$ cat config.mk
export PLATFORM = sky130hd
export DESIGN_NAME = mdec_frame_rx
export DESIGN_NICKNAME = d
export VERILOG_FILES = /design/src/rtl/mdec_pkg.sv /design/src/rtl/mdec_gap_timer.sv /design/src/rtl/mdec_gap_class.sv /design/src/rtl/mdec_bit_pack.sv /design/src/rtl/mdec_frame_rx.sv
export SDC_FILE = /design/constraint.sdc
export NUM_CORES = 1
export LEC_CHECK = 0
export CORE_ASPECT_RATIO = 1.5
export CORE_MARGIN = 3
export CORE_UTILIZATION = 30
export DETAILED_ROUTE_END_ITERATION = 8
export HOLD_SLACK_MARGIN = 0.02
export SYNTH_ARGS = -nofsm -noshare
export SYNTH_HDL_FRONTEND = slang
export SYNTH_SLANG_ARGS = --single-unit
$ cat constraint.sdc
create_clock -name clk -period 3.7 [get_ports clk]
set_input_delay 0.37 -clock clk [delete_from_list [all_inputs] [get_ports clk]]
set_output_delay 0.37 -clock clk [all_outputs]
set_load 0.1 [all_outputs]
$ cat src/rtl/mdec_pkg.sv
package mdec_pkg;

    typedef enum logic [1:0] {
        ST_IDLE,
        ST_LISTEN,
        ST_FINISH
    } rx_state_e;

    typedef enum logic [2:0] {
        GAP_IGNORE,
        GAP_REPEAT,
        GAP_TOGGLE,
        GAP_PAIR,
        GAP_LEAD
    } gap_kind_e;

endpackage

$ cat src/rtl/mdec_gap_timer.sv
module mdec_gap_timer #(
    parameter int T_WINDOW = 300,
    parameter int GW       = $clog2(T_WINDOW + 1)
) (
    input  logic          clk,
    input  logic          rst_n,
    input  logic          restart,
    input  logic          tick,
    input  logic          env_in,
    output logic          fall_o,
    output logic [GW-1:0] gap_o
);

    localparam logic [GW-1:0] GAP_CAP = GW'(T_WINDOW);

    logic          env_d;
    logic [GW-1:0] cnt_q;

    assign fall_o = env_d & ~env_in;
    assign gap_o  = cnt_q;

    always_ff @(posedge clk or negedge rst_n) begin
        if (!rst_n) begin
            env_d <= 1'b1;
            cnt_q <= '0;
        end else begin
            env_d <= env_in;
            if (restart || fall_o) begin
                cnt_q <= '0;
            end else if (tick && cnt_q != GAP_CAP) begin
                cnt_q <= cnt_q + GW'(1);
            end
        end
    end

    AST_GAP_BOUND: assert property (@(posedge clk) disable iff (!rst_n)
        cnt_q <= GAP_CAP);

endmodule

$ cat src/rtl/mdec_gap_class.sv
module mdec_gap_class
    import mdec_pkg::*;
#(
    parameter int GW           = 9,
    parameter int T_REPEAT_MIN = 25,
    parameter int T_TOGGLE_MIN = 41,
    parameter int T_PAIR_MIN   = 57,
    parameter int T_LEAD_MIN   = 80
) (
    input  logic [GW-1:0] gap_i,
    output gap_kind_e     kind_o
);

    localparam logic [GW-1:0] TH_REPEAT = GW'(T_REPEAT_MIN);
    localparam logic [GW-1:0] TH_TOGGLE = GW'(T_TOGGLE_MIN);
    localparam logic [GW-1:0] TH_PAIR   = GW'(T_PAIR_MIN);
    localparam logic [GW-1:0] TH_LEAD   = GW'(T_LEAD_MIN);

    always_comb begin
        if (gap_i >= TH_LEAD)        kind_o = GAP_LEAD;
        else if (gap_i >= TH_PAIR)   kind_o = GAP_PAIR;
        else if (gap_i >= TH_TOGGLE) kind_o = GAP_TOGGLE;
        else if (gap_i >= TH_REPEAT) kind_o = GAP_REPEAT;
        else                         kind_o = GAP_IGNORE;
    end

endmodule

$ cat src/rtl/mdec_bit_pack.sv
module mdec_bit_pack #(
    parameter int MAX_BITS = 64,
    parameter int CW       = $clog2(MAX_BITS + 1)
) (
    input  logic                clk,
    input  logic                rst_n,
    input  logic                clear,
    input  logic [1:0]          add_n,
    input  logic                bit_a,
    input  logic                bit_b,
    output logic [MAX_BITS-1:0] frame_o,
    output logic [CW-1:0]       count_o
);

    logic [MAX_BITS-1:0] frame_q, frame_nx;
    logic [CW-1:0]       count_q, count_nx;
    int                  sum;

    always_comb begin
        frame_nx = frame_q;
        for (int i = 0; i < MAX_BITS; i++) begin
            if (add_n != 2'd0 && int'(count_q) == i)
                frame_nx[MAX_BITS-1-i] = bit_a;
            if (add_n == 2'd2 && int'(count_q) + 1 == i)
                frame_nx[MAX_BITS-1-i] = bit_b;
        end
        sum      = int'(count_q) + int'(add_n);
        count_nx = (sum > MAX_BITS) ? CW'(MAX_BITS) : CW'(sum);
    end

    always_ff @(posedge clk or negedge rst_n) begin
        if (!rst_n) begin
            frame_q <= '0;
            count_q <= '0;
        end else if (clear) begin
            frame_q <= '0;
            count_q <= '0;
        end else begin
            frame_q <= frame_nx;
            count_q <= count_nx;
        end
    end

    assign frame_o = frame_q;
    assign count_o = count_q;

    AST_COUNT_CAP: assert property (@(posedge clk) disable iff (!rst_n)
        count_q <= CW'(MAX_BITS));
    AST_ADD_RANGE: assert property (@(posedge clk) disable iff (!rst_n)
        add_n != 2'd3);

endmodule

$ cat src/rtl/mdec_frame_rx.sv
module mdec_frame_rx
    import mdec_pkg::*;
#(
    parameter int MAX_BITS     = 64,
    parameter int T_HALF       = 16,
    parameter int T_REPEAT_MIN = 25,
    parameter int T_TOGGLE_MIN = 41,
    parameter int T_PAIR_MIN   = 57,
    parameter int T_LEAD_MIN   = 80,
    parameter int T_EOF        = 80,
    parameter int T_WINDOW     = 300,
    parameter int SOF_LONG     = 4,
    parameter int SOF_SHORT    = 1
) (
    input  logic                             clk,
    input  logic                             rst_n,
    input  logic                             env_in,
    input  logic                             tick,
    input  logic                             arm,
    input  logic                             long_sof,
    output logic [MAX_BITS-1:0]              frame_bits,
    output logic [$clog2(MAX_BITS+1)-1:0]    bit_count,
    output logic                             frame_done,
    output logic [$clog2(T_WINDOW+1)-1:0]    resp_delay
);

    localparam int GW      = $clog2(T_WINDOW + 1);
    localparam int CW      = $clog2(MAX_BITS + 1);
    localparam int SOF_MAX = (SOF_LONG > SOF_SHORT) ? SOF_LONG : SOF_SHORT;
    localparam int SW      = $clog2(SOF_MAX + 1);
    localparam logic [GW-1:0] G_EOF  = GW'(T_EOF);
    localparam logic [GW-1:0] G_WIN  = GW'(T_WINDOW);
    localparam logic [GW-1:0] G_HALF = GW'(T_HALF);

    rx_state_e     state_q, state_d;
    gap_kind_e     kind;
    logic          fall;
    logic [GW-1:0] gap_now;
    logic          lastbit_q, skip_q;
    logic [SW-1:0] sof_q;
    logic [GW-1:0] resp_q;
    logic [CW-1:0] count_w;
    logic [MAX_BITS-1:0] frame_w;
    logic [1:0]    add_n;
    logic          bit_a, bit_b;
    logic          arm_go, take, end_hit;

    assign arm_go  = (state_q == ST_IDLE) && arm;
    assign take    = (state_q == ST_LISTEN) && fall;
    assign end_hit = (state_q == ST_LISTEN) && !fall &&
                     (((count_w != '0) && (gap_now >= G_EOF)) || (gap_now == G_WIN));

    mdec_gap_timer #(.T_WINDOW(T_WINDOW), .GW(GW)) timer_i (
        .clk    (clk),
        .rst_n  (rst_n),
        .restart(arm_go),
        .tick   (tick),
        .env_in (env_in),
        .fall_o (fall),
        .gap_o  (gap_now)
    );

    mdec_gap_class #(
        .GW(GW), .T_REPEAT_MIN(T_REPEAT_MIN), .T_TOGGLE_MIN(T_TOGGLE_MIN),
        .T_PAIR_MIN(T_PAIR_MIN), .T_LEAD_MIN(T_LEAD_MIN)
    ) class_i (
        .gap_i (gap_now),
        .kind_o(kind)
    );

    mdec_bit_pack #(.MAX_BITS(MAX_BITS), .CW(CW)) pack_i (
        .clk    (clk),
        .rst_n  (rst_n),
        .clear  (arm_go),
        .add_n  (add_n),
        .bit_a  (bit_a),
        .bit_b  (bit_b),
        .frame_o(frame_w),
        .count_o(count_w)
    );

    // State register
    always_ff @(posedge clk or negedge rst_n) begin
        if (!rst_n) state_q <= ST_IDLE;
        else        state_q <= state_d;
    end

    // Next-state logic
    always_comb begin
        state_d = state_q;
        unique case (state_q)
            ST_IDLE:   if (arm) state_d = ST_LISTEN;
            ST_LISTEN: if (end_hit) state_d = ST_FINISH;
            ST_FINISH: state_d = ST_IDLE;
            default:   state_d = ST_IDLE;
        endcase
    end

    // Bits appended for the current falling edge
    always_comb begin
        add_n = 2'd0;
        bit_a = 1'b0;
        bit_b = 1'b0;
        if (take) begin
            unique case (kind)
                GAP_PAIR: begin
                    add_n = 2'd2;
                    bit_b = 1'b1;
                end
                GAP_TOGGLE: begin
                    add_n = skip_q ? 2'd1 : 2'd2;
                    bit_b = 1'b1;
                end
                GAP_REPEAT: begin
                    if (sof_q == '0) begin
                        add_n = 2'd1;
                        bit_a = lastbit_q;
                    end
                end
                default: add_n = 2'd0;
            endcase
        end
    end

    // Decode state
    always_ff @(posedge clk or negedge rst_n) begin
        if (!rst_n) begin
            lastbit_q <= 1'b1;
            skip_q    <= 1'b1;
            sof_q     <= SW'(SOF_SHORT);
            resp_q    <= '0;
        end else if (arm_go) begin
            lastbit_q <= 1'b1;
            skip_q    <= 1'b1;
            sof_q     <= long_sof ? SW'(SOF_LONG) : SW'(SOF_SHORT);
            resp_q    <= '0;
        end else if (take) begin
            unique case (kind)
                GAP_LEAD:   resp_q <= gap_now - G_HALF;
                GAP_TOGGLE: begin
                    lastbit_q <= ~lastbit_q;
                    skip_q    <= ~skip_q;
                end
                GAP_REPEAT: if (sof_q != '0) sof_q <= sof_q - SW'(1);
                default: ;
            endcase
        end
    end

    // Outputs
    always_comb begin
        frame_done = (state_q == ST_FINISH);
        frame_bits = frame_w;
        bit_count  = count_w;
        resp_delay = resp_q;
    end

    AST_DONE_PULSE: assert property (@(posedge clk) disable iff (!rst_n)
        frame_done |=> !frame_done);
    AST_IDLE_HOLD: assert property (@(posedge clk) disable iff (!rst_n)
        (state_q == ST_IDLE && !arm) |=>
        ($stable(bit_count) && $stable(frame_bits) && $stable(resp_delay)));
    AST_LEAD_NO_BITS: assert property (@(posedge clk) disable iff (!rst_n)
        (take && kind == GAP_LEAD) |=> $stable(bit_count));
    AST_LISTEN_GROWS: assert property (@(posedge clk) disable iff (!rst_n)
        (state_q == ST_LISTEN) |=> (bit_count >= $past(bit_count)));

endmodule

### After elaboration in Yosys (flattened, before gate mapping)

Cells that the tools add are included.

| storage, ports and cells | value |
|---|---|
| register bits | 97 |
| input port bits | 6 |

| cells by class | value |
|---|---|
| $add $sub $neg | 5 |
| bitwise gates (word level) | 4 |
| muxes and demuxes | 163 |
| order comparisons | 5 |
| equal/unequal tests | 137 |
| reduce and logical (&&, ||, !) cells | 219 |

Operator list:

| kind | count |
|---|---|
| 32-bit by 7-bit equality test with 1-bit output (second input constant) | 32 |
| 32-bit by 6-bit equality test with 1-bit output (second input constant) | 16 |
| 32-bit by 5-bit equality test with 1-bit output (second input constant) | 8 |
| 7-bit equality test (second input constant) | 32 |
| 3-bit nonzero test | 65 |
| 1-bit two-way mux | 141 |
| 1-bit logical AND | 134 |
| 32-bit by 4-bit equality test with 1-bit output (second input constant) | 4 |
| 7-bit by 6-bit equality test with 1-bit output (second input constant) | 16 |
| 32-bit by 3-bit equality test with 1-bit output (second input constant) | 2 |
| 64-bit two-way mux | 1 |
| 7-bit by 5-bit equality test with 1-bit output (second input constant) | 8 |
| 9-bit two-way mux | 5 |
| 32-bit by 2-bit equality test with 1-bit output (second input constant) | 1 |
| 32-bit by 8-bit > comparator with 1-bit output (second input constant) | 1 |
| 32-bit zero test | 1 |
| 7-bit by 4-bit equality test with 1-bit output (second input constant) | 4 |
| 3-bit two-way mux | 8 |
| 9-bit by 6-bit greater-or-equal comparator with 1-bit output (second input constant) | 2 |
| 7-bit by 3-bit equality test with 1-bit output (second input constant) | 2 |
| 7-bit two-way mux | 2 |
| 2-bit nonzero test | 7 |
| 9-bit by 1-bit adder with 9-bit output (second input constant) | 1 |
| 9-bit equality test (second input constant) | 1 |
| 28 further kinds | 39 |

### Depth between registers and ports, before layout

| logic depth | value |
|---|---|
| depth after elaboration | 13 |
| mapped depth | 18 |
| gate-level depth less buffers | 16 |

### Cells and area by module

Synthesis repeated with hierarchy kept, for this count alone.

| unflattened totals | value |
|---|---|
| cells, all modules | 698 |
| area total of the unflattened synthesis | 6739.0 um^2 |

By module, submodules not included:

| module | area each (um^2) | cells each | seq. area each (um^2) | instances |
|---|---|---|---|---|
| mdec_bit_pack | 5178.7 | 531 | 1776.7 | 1 |
| mdec_frame_rx | 950.9 | 101 | 404.1 | 1 |
| mdec_gap_timer | 536.8 | 54 | 251.5 | 1 |
| mdec_gap_class | 72.6 | 12 | 0.0 | 1 |

### Worst setup path before layout

OpenSTA, ideal clock, no wires.

| timing | value |
|---|---|
| path type | reg-to-reg |
| from | register timer_i.cnt_q[4], in the netlist timer_i.gap_o[4] |
| to | register pack_i.count_q[5], in the netlist pack_i.count_o[5] |
| period minus slack after synthesis | 3655 ps |
| cell stages (with the launch flop) | 18 |
| path slack | 45 ps |
| library setup time | 101 ps |
| arrival | 3554 ps |
| data required time | 3599 ps |
| path through | dfrtp_1 > clkbuf_1 > inv_1 > ha_1 > nor2_1 > o32ai_2 > a2bb2o_2 > or2_1 > buf_2 > clkinv_2 > buf_4 > ha_1 > a21o_1 > a21o_1 > a21oi_1 > o21a_1 > o21ai_1 > nor4_1 |

| on the way | value |
|---|---|
| longest elaborated chain between the ends | 12 |

Ends and longest elaborated chain:

| what | RTL line | RTL |
|---|---|---|
| start: declaration | mdec_gap_timer.sv:17 | `logic [GW-1:0] cnt_q;` |
| start signal: assignment | mdec_gap_timer.sv:31 | `cnt_q <= cnt_q + GW'(1);` |
| 9-bit by 5-bit greater-or-equal comparator with 1-bit output | mdec_gap_class.sv:23 | `else if (gap_i >= TH_REPEAT) kind_o = GAP_REPEAT;` |
| 1-bit two-way mux | mdec_gap_class.sv:23 |  |
| 3-bit two-way mux | mdec_gap_class.sv:22 | `else if (gap_i >= TH_TOGGLE) kind_o = GAP_TOGGLE;` |
| 3-bit two-way mux | mdec_gap_class.sv:21 | `else if (gap_i >= TH_PAIR) kind_o = GAP_PAIR;` |
| 3-bit two-way mux * | mdec_gap_class.sv:20 | `if (gap_i >= TH_LEAD) kind_o = GAP_LEAD;` |
| 3-bit by 1-bit equality test with 1-bit output or 3-bit by 2-bit equality test with 1-bit output (tied branches) | mdec_frame_rx.sv:105 | `unique case (kind)` |
| 2-bit one-hot mux with 3 select lines * | mdec_frame_rx.sv:105 |  |
| 2-bit two-way mux * | mdec_frame_rx.sv:104 | `if (take) begin` |
| 7-bit by 2-bit adder with 8-bit output * | mdec_bit_pack.sv:27 | `sum = int'(count_q) + int'(add_n);` |
| 32-bit by 8-bit > comparator with 1-bit output | mdec_bit_pack.sv:28 | `count_nx = (sum > MAX_BITS) ? CW'(MAX_BITS) : CW'(sum);` |
| 7-bit two-way mux * | mdec_bit_pack.sv:28 |  |
| 7-bit two-way mux * | mdec_bit_pack.sv:35 | `end else if (clear) begin` |
| end signal: assignment | mdec_bit_pack.sv:40 | `count_q <= count_nx;` |
| end: declaration | mdec_bit_pack.sv:16 | `logic [CW-1:0] count_q, count_nx;` |

Mark *: on every way between the ends. The rest lies on a longest branch, timed or not.
A chain may end at the register's enable or synchronous reset.

### Worst setup path after layout

| timing | value |
|---|---|
| from | register timer_i.cnt_q[1], in the netlist timer_i.gap_o[1] |
| to | register pack_i.count_q[3], in the netlist pack_i.count_o[3] |

The elaborated chain is that of the path after synthesis.

==> flow_summary.toml <==
[outcome]
status = "complete, no violations"

[pwr]
p_sw_share_pct = 25.5
power_w = 0.00241
pwr-share-clk_pct = 42.0
p_leak_nw = 2.75
power.internal_w = 0.00179
p_switching_w = 0.000615
pwr-share-comb_pct = 11.7
power_density_nw_per_um2 = 333
ir_worst_vdd_v = 0.000228
p_seq_share_pct = 46.3

[synth]
synth_cells = 594
synth_ff_type = "dfrtp_1"
ys_types = 68
yosys.area_share.xor_xnor_pct = 2.55
synth_compound_area_share_pct = 24.4
yosysTopAreaCellShare_pct = 42.3
synth_simple_gate_area_share_pct = 20.0
syn_nets = 612
synth.most_common_cell = "dfrtp_1"
synth_top_cell_by_area = "dfrtp_1"
async_flop_share_pct = 100
netlist_area_um2 = 5510
avgSynthCellArea_um2 = 9.27
synth.area.top_cells = "dfrtp_1 (42%), a211oi_1 (5.5%), a21oi_1 (4.1%)"
synth_top_family_by_area = "compound AO/OA/AOI/OAI gates"
synthTopCellsByCount = "dfrtp_1 (93), nor2_1 (49), a21oi_1 (45), nand2_1 (44), a211oi_1 (40)"
yosys_warnings = 0
ys_ff_latch = 97
muxShareOfSynthArea_pct = 0.909
yosysSeqAreaShare_pct = 44.2
synth-edff-count = 0
synthAdderAreaFrac_pct = 2.86

[drt]
wl_um = 19500
drtPass1Iterations = 5
drt-wirelength-per-cell_um = 21.3
vias_per_cell = 5.79
initialDrtViolationCount = 503
vias = 5307
route.detailed.drc = 0
antenna_left = 0

[sta]
setup_viol = 0
worst_slack_ps = 165
hold_slack_ps = 41.9
fin_crit_ps = 3530
fin_crit_sh_pct = 95.5
finalClockSkew_ps = 9.25
timing.fmax_ghz = 0.283
worst_slew_pin_slew_ps = 1010
slew_headroom_pct = 32.6
slew_viol_final = 0
hold_viol = 0

[worst_setup_path]
cpLargestDelayFamily = "simple AND/OR/NAND/NOR gates"
cp-end-kind = "flip-flop"
cp_num_buf_inv = 3
critPathKind = "reg -> reg"
crit_path_frequent_cell = "inv_1"
critPathArrivalTime_ps = 3750
cp.required_ps = 3910
startpoint_type = "flip-flop"
worst-path-stages = 17
path_max_fanout = 5
slowest_stage = "dfrtp_2"
worstPathCellList = "inv_1, ha_1, nand2_2, o32ai_1, nand3_1, and2_1, nor2_2, ha_2, inv_1, fa_1, nor2b_1, a22oi_1, nor3b_1, o21a_1, buf_4, nor3_2, nor3_1"
rr_worst_depth = 17
r2r_setup_slack_ps = 170
max_stage_delay_ps = 450

[placed_design]
io_buffers = 86
placedInstanceArea_um2 = 6780
place.gp.congestion = 0.926
dpl_worst_slack_ps = -1.41
dpl.hpwl_um = 14000

[cts]
root_buffer = "clkbuf_16"
cts_sinks = 97
cts_made_buffers = 9
cts_max_path_buffers = 2
clock_latency_ps = 340
clk_pin_slew_ps = 70
h-tree-depth = 3
cts_tree = "done"
hold_buffers = 0

[global_route]
grt-ovfl-total = 0
grt_pass1_vias = 5372
grt_usage_pct = 19.6
grt_first_pass_wirelength_um = 30300
grt_max_degree = 54
antenna_found_initial = 0

[floorplanning]
die_h_um = 172
io_pins = 87
die_w_um = 117
core_um2 = 17900
die_area_um2 = 20000
row_count = 60
start_util_pct = 30.7

[cells_and_area]
fin_util_pct = 40.2
n_fill_cell = 1742
drive_gt1_share_pct = 15.9
diodes = 0
fin_nets = 713
final_area_um2 = 7220
areaGrowthSynthToFinish_pct = 31.1

[job]
max-cap-violations = 0

[worst_hold_path]
min_path_type = "in -> async"
[repair_timing]
action	in CTS	in global routing
setup buffers	0	7
gates resized for setup	3	16
hold endpoints to repair	0	0
setup endpoints to repair	1	6
pin swaps	0	5
[cell usage in the layout (no fill, tap or decap), drive strengths merged, types with 2 or more instances in the layout]
cell,instances
o32ai,13
a211oi,41
o221ai,6
a21oi,45
or4,2
or3b,3
mux2i,5
a21o,5
nand2b,7
dfstp,4
a311oi,3
and2,3
nor2,50
o21a,4
nor2b,7
o31ai,4
nor3,19
xnor2,12
nand2,44
dfrtp,93
or3,7
o21ai,27
ha,11
inv,19
xor2,4
clkdlybuf4s50,83
a31oi,11
o22ai,5
and4,2
nand3,31
clkinv,2
nor4,13
buf,53
nor3b,4
a221oi,13
nand4,7
or2,2
clkbuf,12
and3,4
bufinv,2
[state kept, by name, indices dropped and copies added (netlist names)]
register / count
state_q: 2
timer_i.env_d: 1
skip_q: 1
pack_i.count_o: 7
timer_i.gap_o: 9
pack_i.frame_o: 64
sof_q: 3
resp_delay: 9
lastbit_q: 1
[through the flow]
| stage | setup TNS, ps | std cells |
|---|---|---|
| final | 0 | 916 |
| after global routing | -141 | 916 |
| after CTS | 0 | 909 |
| after detailed placement | -1.41 | 894 |
| after global placement | 0 | 894 |
| after floorplan | 0 | 594 |
[kinds of logic (layout without fill, tap and decap cells)]
kind of cell             count (synthesis)  in the layout
AND/OR/NAND/NOR                        210            210
AO/OA/AOI/OAI                          188            188
flip-flops                              97             97
buffers and inverters                   66            171
XOR/XNOR                                16             16
adder cells (fa/ha/maj)                 12             12
multiplexers                             5              5
[power groups by stage]
stage	Sequential, W	Clock, W	Combinational, W
4_1_cts	0.00112	0.00103	0.000254
5_1_grt	0.00112	0.00108	0.000307
3_5_place_dp	0.00113	0	0.000250
6_report	0.00111	0.00101	0.000281
2_1_floorplan	0.00116	0	0.000118
3_3_place_gp	0.00113	0	0.000246
[routing by layer]
metal	routed length, um	GRT usage [%]	share of wire [%]
met1	7550	23.3	39
met2	10300	35.0	53
met3	960	2.77	4.9
met4	714	8.13	3.7
met5	0	0	0
[layout make-up]
class                   instances  area (um2)  area share, %
multi-input cells             431        2870           39.7
flip-flops and latches         97        2440           33.8
repair buffers                136        1250           17.4
well taps                     217         272           3.76
clock buffers                  12         246           3.41
inverters                      20        76.3           1.06
clock inverters                 3        65.1          0.901
[final timing paths]
path,from,to
max in group asynchronous,rst_n,sof_q[0]$_DFFE_PN1P_
worst max register to register,timer_i.gap_o[1]$_DFFE_PN0P_,pack_i.count_o[3]$_DFF_PN0_
worst max-delay path,timer_i.gap_o[1]$_DFFE_PN0P_,pack_i.count_o[3]$_DFF_PN0_
min in group clk,env_in,timer_i.env_d$_DFF_PN1_
worst min-delay path,rst_n,pack_i.frame_o[27]$_DFFE_PN0P_
worst min register to register,resp_delay[2]$_DFFE_PN0P_,resp_delay[2]$_DFFE_PN0P_
Power figures use the tool's default switching activity.
